[config.mk]
export PLATFORM = sky130hd
export DESIGN_NAME = tbuf_scan_wrap
export DESIGN_NICKNAME = d
export VERILOG_FILES = /design/src/rtl/bsc_pkg.sv /design/src/rtl/bsc_cell.sv /design/src/rtl/bsc_decode.sv /design/src/rtl/bsc_core.sv /design/src/rtl/tbuf_scan_wrap.sv
export SDC_FILE = /design/constraint.sdc
export NUM_CORES = 1
export LEC_CHECK = 0
export CELL_PAD_IN_SITES_DETAIL_PLACEMENT = 2
export CELL_PAD_IN_SITES_GLOBAL_PLACEMENT = 2
export CORE_MARGIN = 4
export CORE_UTILIZATION = 39
export CTS_CLUSTER_SIZE = 40
export DETAILED_ROUTE_END_ITERATION = 16
export DONT_BUFFER_PORTS = 1
export PLACE_DENSITY_LB_ADDON = 0.1
export SYNTH_ARGS = -nofsm -noshare
export SYNTH_HDL_FRONTEND = slang
export SYNTH_SLANG_ARGS = --single-unit
[constraint.sdc]
create_clock -name clk -period 1.9 [get_ports clk]
set_input_delay 0.095 -clock clk [delete_from_list [all_inputs] [get_ports clk]]
set_output_delay 0.095 -clock clk [all_outputs]
set_load 0.005 [all_outputs]
[src/rtl/bsc_pkg.sv]
package bsc_pkg;
  typedef enum logic [1:0] {
    MODE_NORMAL = 2'd0,
    MODE_TEST   = 2'd1,
    MODE_HIZ    = 2'd2
  } dev_mode_e;

  typedef struct packed {
    logic      sel_bsr;
    dev_mode_e mode;
  } instr_dec_t;

  // Opcode decode; bit 7 of the instruction is never looked at.
  function automatic instr_dec_t decode_instr(input logic [7:0] code);
    instr_dec_t d;
    case (code[6:0])
      7'h00, 7'h03: d = '{sel_bsr: 1'b1, mode: MODE_TEST};
      7'h02:        d = '{sel_bsr: 1'b1, mode: MODE_NORMAL};
      7'h06:        d = '{sel_bsr: 1'b0, mode: MODE_HIZ};
      7'h07:        d = '{sel_bsr: 1'b0, mode: MODE_TEST};
      default:      d = '{sel_bsr: 1'b0, mode: MODE_NORMAL};
    endcase
    return d;
  endfunction

  function automatic instr_dec_t reset_instr();
    return '{sel_bsr: 1'b0, mode: MODE_NORMAL};
  endfunction
endpackage

[src/rtl/bsc_cell.sv]
module bsc_cell (
  input  logic clk,
  input  logic rst_n,
  input  logic cap_en,
  input  logic shift_en,
  input  logic upd_en,
  input  logic cap_d,
  input  logic si,
  output logic so,
  output logic upd_q
);
  logic sh_q;

  always_ff @(posedge clk or negedge rst_n) begin
    if (!rst_n)        sh_q <= 1'b0;
    else if (cap_en)   sh_q <= cap_d;
    else if (shift_en) sh_q <= si;
  end

  always_ff @(posedge clk or negedge rst_n) begin
    if (!rst_n)      upd_q <= 1'b0;
    else if (upd_en) upd_q <= sh_q;
  end

  assign so = sh_q;
endmodule

[src/rtl/bsc_decode.sv]
module bsc_decode
  import bsc_pkg::*;
(
  input  logic       clk,
  input  logic       rst_n,
  input  logic       upd_ir,
  input  logic [7:0] ir_val,
  output instr_dec_t cur
);
  always_ff @(posedge clk or negedge rst_n) begin
    if (!rst_n)      cur <= reset_instr();
    else if (upd_ir) cur <= decode_instr(ir_val);
  end
endmodule

[src/rtl/bsc_core.sv]
module bsc_core #(
  parameter int WIDTH  = 8,
  parameter int GROUPS = 2
) (
  input  logic [WIDTH-1:0]  a,
  input  logic [GROUPS-1:0] oe_n,
  output logic [WIDTH-1:0]  y,
  output logic [WIDTH-1:0]  y_en
);
  localparam int GW = WIDTH / GROUPS;

  assign y = ~a;

  for (genvar g = 0; g < GROUPS; g++) begin : g_grp
    assign y_en[g*GW +: GW] = {GW{~oe_n[g]}};
  end
endmodule

[src/rtl/tbuf_scan_wrap.sv]
module tbuf_scan_wrap
  import bsc_pkg::*;
#(
  parameter int WIDTH  = 8,
  parameter int GROUPS = 2
) (
  input  logic              clk,
  input  logic              rst_n,
  input  logic              cap_dr,
  input  logic              shift_dr,
  input  logic              upd_dr,
  input  logic              upd_ir,
  input  logic [7:0]        ir_val,
  input  logic              tdi,
  output logic              tdo,
  input  logic [WIDTH-1:0]  pin_a,
  input  logic [GROUPS-1:0] pin_oe_n,
  output logic [WIDTH-1:0]  pin_y,
  output logic [WIDTH-1:0]  pin_y_oe
);
  localparam int A_LO    = GROUPS;
  localparam int Y_LO    = GROUPS + WIDTH;
  localparam int BSR_LEN = GROUPS + 2 * WIDTH;

  instr_dec_t cur;
  dev_mode_e  dev_mode;
  logic       bsr_sel;
  logic       use_cells;
  logic       bsr_cap, bsr_shift, bsr_update;
  logic       byp_q;

  logic [BSR_LEN-1:0] chain_q, chain_si, cap_vec, lat;
  logic [WIDTH-1:0]   core_a, core_y, core_en;
  logic [GROUPS-1:0]  core_oe_n;

  bsc_decode u_dec (
    .clk    (clk),
    .rst_n  (rst_n),
    .upd_ir (upd_ir),
    .ir_val (ir_val),
    .cur    (cur)
  );

  assign dev_mode   = cur.mode;
  assign bsr_sel    = cur.sel_bsr;
  assign use_cells  = (dev_mode != MODE_NORMAL);
  assign bsr_cap    = cap_dr   & bsr_sel;
  assign bsr_shift  = shift_dr & bsr_sel;
  assign bsr_update = upd_dr   & bsr_sel;

  // Core sees pins or input-cell latches
  assign core_a    = use_cells ? lat[A_LO +: WIDTH] : pin_a;
  assign core_oe_n = use_cells ? lat[0 +: GROUPS]   : pin_oe_n;

  bsc_core #(.WIDTH(WIDTH), .GROUPS(GROUPS)) u_core (
    .a    (core_a),
    .oe_n (core_oe_n),
    .y    (core_y),
    .y_en (core_en)
  );

  assign cap_vec = {core_y, pin_a, pin_oe_n};

  for (genvar k = 0; k < BSR_LEN; k++) begin : g_cell
    if (k == BSR_LEN - 1) begin : g_head
      assign chain_si[k] = tdi;
    end else begin : g_body
      assign chain_si[k] = chain_q[k+1];
    end
    bsc_cell u_cell (
      .clk      (clk),
      .rst_n    (rst_n),
      .cap_en   (bsr_cap),
      .shift_en (bsr_shift),
      .upd_en   (bsr_update),
      .cap_d    (cap_vec[k]),
      .si       (chain_si[k]),
      .so       (chain_q[k]),
      .upd_q    (lat[k])
    );
  end

  always_ff @(posedge clk or negedge rst_n) begin
    if (!rst_n)                   byp_q <= 1'b0;
    else if (cap_dr && !bsr_sel)  byp_q <= 1'b0;
    else if (shift_dr && !bsr_sel) byp_q <= tdi;
  end

  assign tdo      = bsr_sel ? chain_q[0] : byp_q;
  assign pin_y    = use_cells ? lat[Y_LO +: WIDTH] : core_y;
  assign pin_y_oe = (dev_mode == MODE_HIZ) ? '0 : core_en;
endmodule

# Word level (Yosys, flattened, before mapping)
# Cells that the tools add are included.
# totals
register_bits	40
in_bits	25
output_inout_bits	17
elab_cells	102
# classes
eq_ne	5
mux	44
n_bitwise	6
reduce_logical	8
# op_table
cell	n
two-way mux 1 bit	39
two-way mux 8 bit	3
equality test 7 x 2 -> 1 bit (second input constant)	2
equality test 7 x 3 -> 1 bit (second input constant)	2
one-hot mux 3 bit (4 select lines)	1
NOT 8 bit	1
zero test 7 bit	1
nonzero test 2 bit	3
bitwise AND 1 bit	3
equality test 2 bit (second input constant)	1
logical AND 1 bit	2
two-way mux 2 bit	1
NOT 1 bit	2
OR reduction 2 bit	1
zero test 1 bit	1

# Depth between registers and ports, before layout
# Gate-level depths: netlist of the first run.
# depth
ltp_word	4
ltp_mapped	6
ltp_nobuf	3

# By module
# From an unflattened synthesis of the first run, not the netlist that was laid out.
# hier_totals
cells_unflattened	176
area_unflattened_um2	2159.6
# by_module_without_submodules
mod	instances	cells_each	area_each_um2	seq_area_each_um2
bsc_cell	18	6	83.8	50.0
tbuf_scan_wrap	1	38	409.1	25.0
bsc_decode	1	14	158.9	75.1
bsc_core	1	16	82.6	0.0

# Least setup slack after synthesis of the first run
# No wires, ideal clock.
# synth_path
kind	reg-to-output
from	reg u_dec.cur[1] (netlist name)
to	out pin_y_oe[5]
arrival_ps	1437
required_time_ps	1805
setup_slack_ps	368
stages_incl_launch_ff	7
n_path_buf	4
path_cell_list	dfrtp_1 > or2_1 > buf_6 > buf_8 > clkbuf_1 > o22ai_1 > buf_4
# synth_via
elab_chain_cells	4
elab_cells_between_ends	5
classes_between	eq/ne: 1; mux: 2; bitwise: 1; reduce/logical: 1
# synth_rtl
element	line_no	rtl
nonzero test 2 bit	tbuf_scan_wrap.sv:46	assign use_cells = (dev_mode != MODE_NORMAL);
two-way mux 2 bit	tbuf_scan_wrap.sv:53	assign core_oe_n = use_cells ? lat[0 +: GROUPS] : pin_oe_n;
NOT 1 bit	bsc_core.sv:15	assign y_en[g*GW +: GW] = {GW{~oe_n[g]}};
two-way mux 8 bit (*)	tbuf_scan_wrap.sv:91	assign pin_y_oe = (dev_mode == MODE_HIZ) ? '0 : core_en;
end, declared	tbuf_scan_wrap.sv:19	output logic [WIDTH-1:0] pin_y_oe
# Every way passes the cells marked *; elsewhere a longest branch is shown, timed or not.

==> results of run 1 <==
[metal layers]
metal / global-route usage (%) / up-vias / part of all wire, %
met1: 22.7 / 743 / 42
met5: 0 / - / 0
li1: - / 642 / -
met4: 4.90 / 0 / 0.98
met3: 4.41 / 4 / 4.1
met2: 33.8 / 31 / 53
[where the power goes]
part,internal (mW),switching (mW),leakage [nW]
logic,0.201,0.157,0.348
registers,1.09,0.175,0.503
clock network,0.297,0.299,0.0455
[registers in the layout (all words and copies together) (netlist names)]
signal and count:
g_cell.u_cell.so 18, byp_q 1, u_dec.cur 3, g_cell.u_cell.upd_q 18
[timing repair]
action / CTS / global route
gates resized for setup: 0 / 1
hold endpoints to repair: 52 / 0
hold buffers: 7 / 0
endpoints found under the setup margin: 0 / 1
buffers inserted: 0 / 0
[how the worst max path moves through the flow]
stage                                   startpoint                                  end  slack (ns)  cells after the start
after floorplan           u_dec.cur[1]$_DFFE_PN0P_                          pin_y_oe[5]        0.37                      6
after global placement    u_dec.cur[2]$_DFFE_PN0P_  g_cell[14].u_cell.upd_q$_DFFE_PN0P_        0.52                      3
final                     u_dec.cur[2]$_DFFE_PN0P_             u_dec.cur[2]$_DFFE_PN0P_        0.16                      3
after detailed placement  u_dec.cur[2]$_DFFE_PN0P_     g_cell[10].u_cell.so$_DFFE_PN0P_        0.42                      3
after global routing      u_dec.cur[2]$_DFFE_PN0P_             u_dec.cur[2]$_DFFE_PN0P_        0.05                      3
after CTS                 u_dec.cur[2]$_DFFE_PN0P_             u_dec.cur[2]$_DFFE_PN0P_        0.08                      3
[area by class of cell]
type	instances	area, sq um
multi-input cells	110	787
repair buffers	18	163
inverters	3	11.3
clock buffers	8	90.1
flip-flops and latches	40	1000
well taps	67	83.8
fillers	501	2590
[cell usage after synthesis (all sizes together)]
cell type  instances
o21a               1
nor2b              3
or2                1
clkbuf             3
nand2             22
nand2b             1
inv                3
o22ai              3
a31oi              9
o21ai             20
dfrtp             40
o32ai             10
buf               14
a22oi             10
a21oi              1
nor3               1
mux2              27
or4                1
[per-stage QoR]
step                cells  utilization [%]  total power, mW  setup WS, ns
global route          246             45.2             2.36        0.0489
detailed placement    231             41.6             1.62         0.421
global placement      231             41.6             1.57         0.516
finish                246             45.2             2.22         0.161
CTS                   246             45.2             2.25        0.0769
floorplan             170                -             1.50         0.368
[worst reg2reg max path: cells and delay by family, from the launching register on]
family	cells	cell delay (ns)
compound gates	1	0.17
buf+inv	2	0.95
flops	1	0.51
[kinds of logic after synthesis]
logic type,share of synthesized area [%]
flops,52.4
mux,16.1
buf+inv,6.36
compound gates,18.3
simple gates,6.75
==> results.md, run 1 <==
* Status: finished clean
* Setup skew after layout at roughly 0.0057 ns
* Relative slew slack at 71.1%
* Setup slack, reg-to-reg at 0.16 ns
* Hold endpoint: g_cell[4].u_cell.so$_DFFE_PN0P_
* Critical path peak fanout at 12
* Nets@finish at 203
* Final wirelength at 5.23 mm
* Post-synthesis sequential area ratio at a little over half
* Yosys reg bits at 40
* DRT iter0 DRCs at 44
* Post-synth top area cell: dfrtp_1
* Total global-route track usage at between 10% and 20%
* Worst Hold Launch: pin_a[2]
* Syn_nets at approximately 200
* Worst-Margin Slew at 0.433 ns
* Worst skew pair latency at 0.29 ns
* Syn Inst Count at 170
* DRT Pass-1 Iters at 4
* Worst r2r dst: u_dec.cur[2]$_DFFE_PN0P_
* P&R area growth vs syn at 11.9%
* Final Max Slew Viols at 0
* Fin Hold WS at 0.0309 ns
* Routability cong. at ~0.71
* CP max stage delay at 0.58 ns
* Critical Path Sink Type: register
* Largest net degree at the start of global routing at 41
* Most frequent cells in the layout: 39 x dfrtp_1, 26 x mux2_2, 21 x nand2_1
* Hold Path Depth at 2
* Die width at 78.0 um
* Port buffer count at 0
* Count of cell types in the netlist at 25
* Crit path max-delay family: buffers and inverters
* CP max stage cell: dlygate4sd3_1
* Residual DRC at 0
* RSZ-0062 raised after global routing: no
* H-tree lvl count at 2
* CTS Buffer Depth at 2
* CP bufs+invs at 2
* Row count at 25
* First-pass GRT wire length at 8.87 mm
* Worst hold path type: input pin to register
* Maximum clock rate at between 500 and 600 MHz
* Mapped Avg Cell Area at 11.2 sq um
* Post-route ant nets at 0
* PD cells at between 1000 and 1500 nW/um^2
* Final hold vios at 0
* Critical-path cell list: inv_1, o32ai_1, dlygate4sd3_1
* Starting Density at just over 40%
* Period utilization at 91.5%
* Top cell type's share of synthesized area at 52.4%
* Post-Syn Area at 1910 sq um
* VDD IR-drop max at 538 uV
* N_diodes at 0
* # clock sinks at 40
* Via Count at between 1,000 and 1,500
* Critical path type: register to register
* Setup violations, final at 0
* Cell area after layout at 2140 sq um
* Startpoint types: register
* Clock root buffer: clkbuf_8
* Layout cells sized above 1 at 26.3%
* Most common cell after layout, fill and taps aside: dfrtp_1
* Number of global-route vias before repair at 1,737
* Worst-path clk slew at around 0.070 ns
* Initial antenna violation count at 0
* LEAKAGE at ~0.9 nW
* Hpwl dp at between 3 and 4 mm
* GRT Residual Overflow at 0
* DIE AREA at slightly above 6000 sq um
* Core area at 4720 sq um
* Routed len/inst at 21.3 um
* Vias per cell at a little under 6
* Synth area leaders: dfrtp_1 52%, mux2_2 15%, o21ai_0 5.0%
* WP data arrival at 1.91 ns
* Min Tclk post-route at 1.74 ns
* Cells on worst reg2reg path at 3
* Placed cell area at 1970 sq um
* Die Span Y at 78.0 um
* Setup TNS at 0 ns
* Worst R2R Start: u_dec.cur[2]$_DFFE_PN0P_
* Cts bufs inserted at 5
* Io pins at 42
* CP Data Required Time at ~2.1 ns
* Synth warn at 0
* Number of max-cap violations at 0
* CTS tree: yes
No activity file was read; power rests on OpenSTA's default activity.
==> inputs of run 2 (changes only) <==
Settings changed: CORE_UTILIZATION 39 to 40, SYNTH_HIERARCHICAL from default to 1.
==> run 2 against run 1 <==
Clock power is 17% higher. Critical path type is now register to primary output. Register-to-register slack better by 0.28 ns. First-iteration DRC count is 27% lower. Total power is 1.8% lower. Cell area is 17% higher. Sequential power is 11% lower. Critical path depth is 2 higher. Global-route usage is 1.4 points lower. Combinational power is 3% lower.
==> results.md, run 2 <==
* Initial antenna violation count at 0
* Layout cells sized above 1 at 28.9%
* H-tree lvl count at 2
* First-pass GRT wire length at 8.43 mm
* Worst hold path type: input pin to register
* Finished Core Util at 48.3%
* Synth warn at 6
* WP data arrival at between 1.5 and 2 ns
* Setup violations, final at 0
* # clock sinks at 40
* RSZ-0062 raised after global routing: no
* Relative slew slack at 70.2%
* Clock root buffer: clkbuf_8
* DRT Pass-1 Iters at 4
* Routability cong. at 0.703
* Most frequent cells after synthesis: 40 x dfrtp_1, 28 x mux2_4, 21 x nand2_1
* Min Tclk post-route at 1.76 ns
* Port buffer count at 0
* Number of global-route vias before repair at 1,620
* Io pins at 42
* N_diodes at 0
* Pwr Total at 2.18 mW
* Final wirelength at between 5 and 6 mm
* Syn_nets at 201
* CP max stage cell: dfrtp_1
* Most common cell in the netlist: dfrtp_1
* Startpoint types: register
* DRT iter0 DRCs at 32
* Post-Syn Area at 2160 sq um
* LEAKAGE at around 1.1 nW
* Routed len/inst at 19.5 um
* Status: finished clean
* Setup skew after layout at 0.00929 ns
* Number of max-cap violations at 0
* CTS tree: yes
* Cts bufs inserted at 5
* Hpwl dp at 3.38 mm
* Largest net degree at the start of global routing at 41
* Period utilization at ~93%
* Count of cell types in the netlist at 21
* Synth area leaders: dfrtp_1 46%, mux2_4 19%, mux2i_1 8.3%
* Yosys reg bits at 40
* PD cells at 873 nW/um^2
* Worst-path clk slew at approximately 0.080 ns
* Critical-path cell list: nor2_4, buf_4, mux2_2, inv_1, mux2_4
* GRT Residual Overflow at 0
* Maximum clock rate at 567 MHz
* Residual DRC at 0
* EDFF count, synth at 0
* CTS Buffer Depth at 2
* Worst skew pair latency at 0.30 ns
* Vias per cell at 5.21
* Critical path peak fanout at 4
* Fillers at 500
* Core area at 5170 sq um
* Nets@finish at 221
* Final hold vios at 0
* Setup TNS at 0 ns
* Die width at 81.5 um
* Die Span Y at 81.5 um
* Post-synth top area cell: dfrtp_1
* Count of cells resized by post-cts repair at 0
* P&R area growth vs syn at 15.6%
* Syn Inst Count at 176
* Mapped Avg Cell Area at between 10 and 15 sq um
* Top cell type's share of synthesized area at 46.3%
* Prevailing post-synth register cell: dfrtp_1
* Most common cell after layout, fill and taps aside: dfrtp_1
* DIE AREA at 6640 sq um
* Placed cell area at 2230 sq um
* Final Max Slew Viols at 0
* Post-synth ARST share at 100%
* Most frequent cells in the layout: 40 x dfrtp_1, 28 x mux2_4, 21 x nand2_1
* CP max stage delay at between 0.4 and 0.5 ns
* Via Count at roughly 1,400
* Starting Density at between 40% and 50%
* Post-synthesis sequential area ratio at 46.3%
* VDD IR-drop max at 461 uV
* CP Data Required Time at approximately 1.8 ns
* Critical Path Sink Type: primary output
* Cell area after layout at 2500 sq um
* Critical path type: register to primary output
* Total global-route track usage at 17.5%
* Post-route ant nets at 0
* Worst-Margin Slew at between 0.4 and 0.5 ns
* Row count at 26
[run 2: cell count changes after synthesis, moves of 3 or more]
| cell | previous run | this run |
|---|---|---|
| and2_1 | 0 | 11 |
| mux2_2 | 26 | 11 |
| buf_2 | 4 | 0 |
| a22oi_1 | 10 | 0 |
| o21ai_0 | 19 | 0 |
| a31oi_1 | 9 | 0 |
| clkbuf_1 | 3 | 0 |
| mux2_4 | 1 | 28 |
| mux2i_1 | 0 | 18 |
| inv_1 | 3 | 11 |
| o32ai_1 | 10 | 0 |
| o21ai_1 | 1 | 18 |
[run 2: worst paths after layout]
path                                                          from                                 end  slack (ns)  cells after the start
min in group asynchronous                                    rst_n    g_cell[14].u_cell/so$_DFFE_PN0P_        0.27                      2
max in group asynchronous                                    rst_n     g_cell[1].u_cell/so$_DFFE_PN0P_        1.42                      2
worst min register to register  g_cell[9].u_cell/upd_q$_DFFE_PN0P_  g_cell[9].u_cell/upd_q$_DFFE_PN0P_        0.52                      1
worst max register to register            u_dec/cur[0]$_DFFE_PN0P_    g_cell[14].u_cell/so$_DFFE_PN0P_        0.44                      6
worst max-delay path                      u_dec/cur[0]$_DFFE_PN0P_                            pin_y[4]        0.14                      5
worst min-delay path                                           tdi    g_cell[17].u_cell/so$_DFFE_PN0P_        0.02                      2
[run 2: cells by family after synthesis]
family | Yosys count | synth area share, %
AOI/OAI and AO/OA | 21 | 5.10
buffers and inverters | 18 | 4.92
muxes | 57 | 33.5
and+or+nand+nor | 40 | 10.1
DFF | 40 | 46.3
[run 2: area by class of cell]
type	instances	area [sq um]	area share, %
inverters	11	41.3	1.65
well taps	70	87.6	3.51
flip-flops and latches	40	1000	40.1
clock inverters	2	35.0	1.40
clock buffers	6	72.6	2.91
repair buffers	20	208	8.32
multi-input cells	118	1050	42.1
[run 2: what timing repair did]
action / in CTS / in global routing
hold buffers: 14 / 0
setup buffers: 1 / 0
hold endpoints to repair: 53 / 0
endpoints found under the setup margin: 2 / 0
[run 2: worst max-delay path: cells and delay by family, from the launching register on]
| family | cells | cell delay [ns] |
|---|---|---|
| buffers and inverters | 2 | 0.25 |
| AND/OR/NAND/NOR | 1 | 0.20 |
| flip-flops | 1 | 0.43 |
| multiplexers | 2 | 0.48 |
[run 2: through the flow]
step                worst slack [ns]  cells  hold WS, ns
floorplan                      0.296    176       -0.201
global placement               0.369    244       -0.199
detailed placement             0.352    244       -0.199
CTS                            0.102    267      0.00928
global route                  0.0341    267       0.0163
finish                         0.138    267       0.0167
[run 2: power breakdown]
group          internal (mW)  switching (mW)  total, mW
clock network          0.390           0.307      0.697
registers               1.01           0.127       1.13
logic                  0.204           0.144      0.348
[run 2: per-layer routing]
metal  wire length (um)  GRT usage [%]
met3                213           3.95
met2               2740           30.5
met1               2130           19.8
met5                  0              0
met4                121           9.12
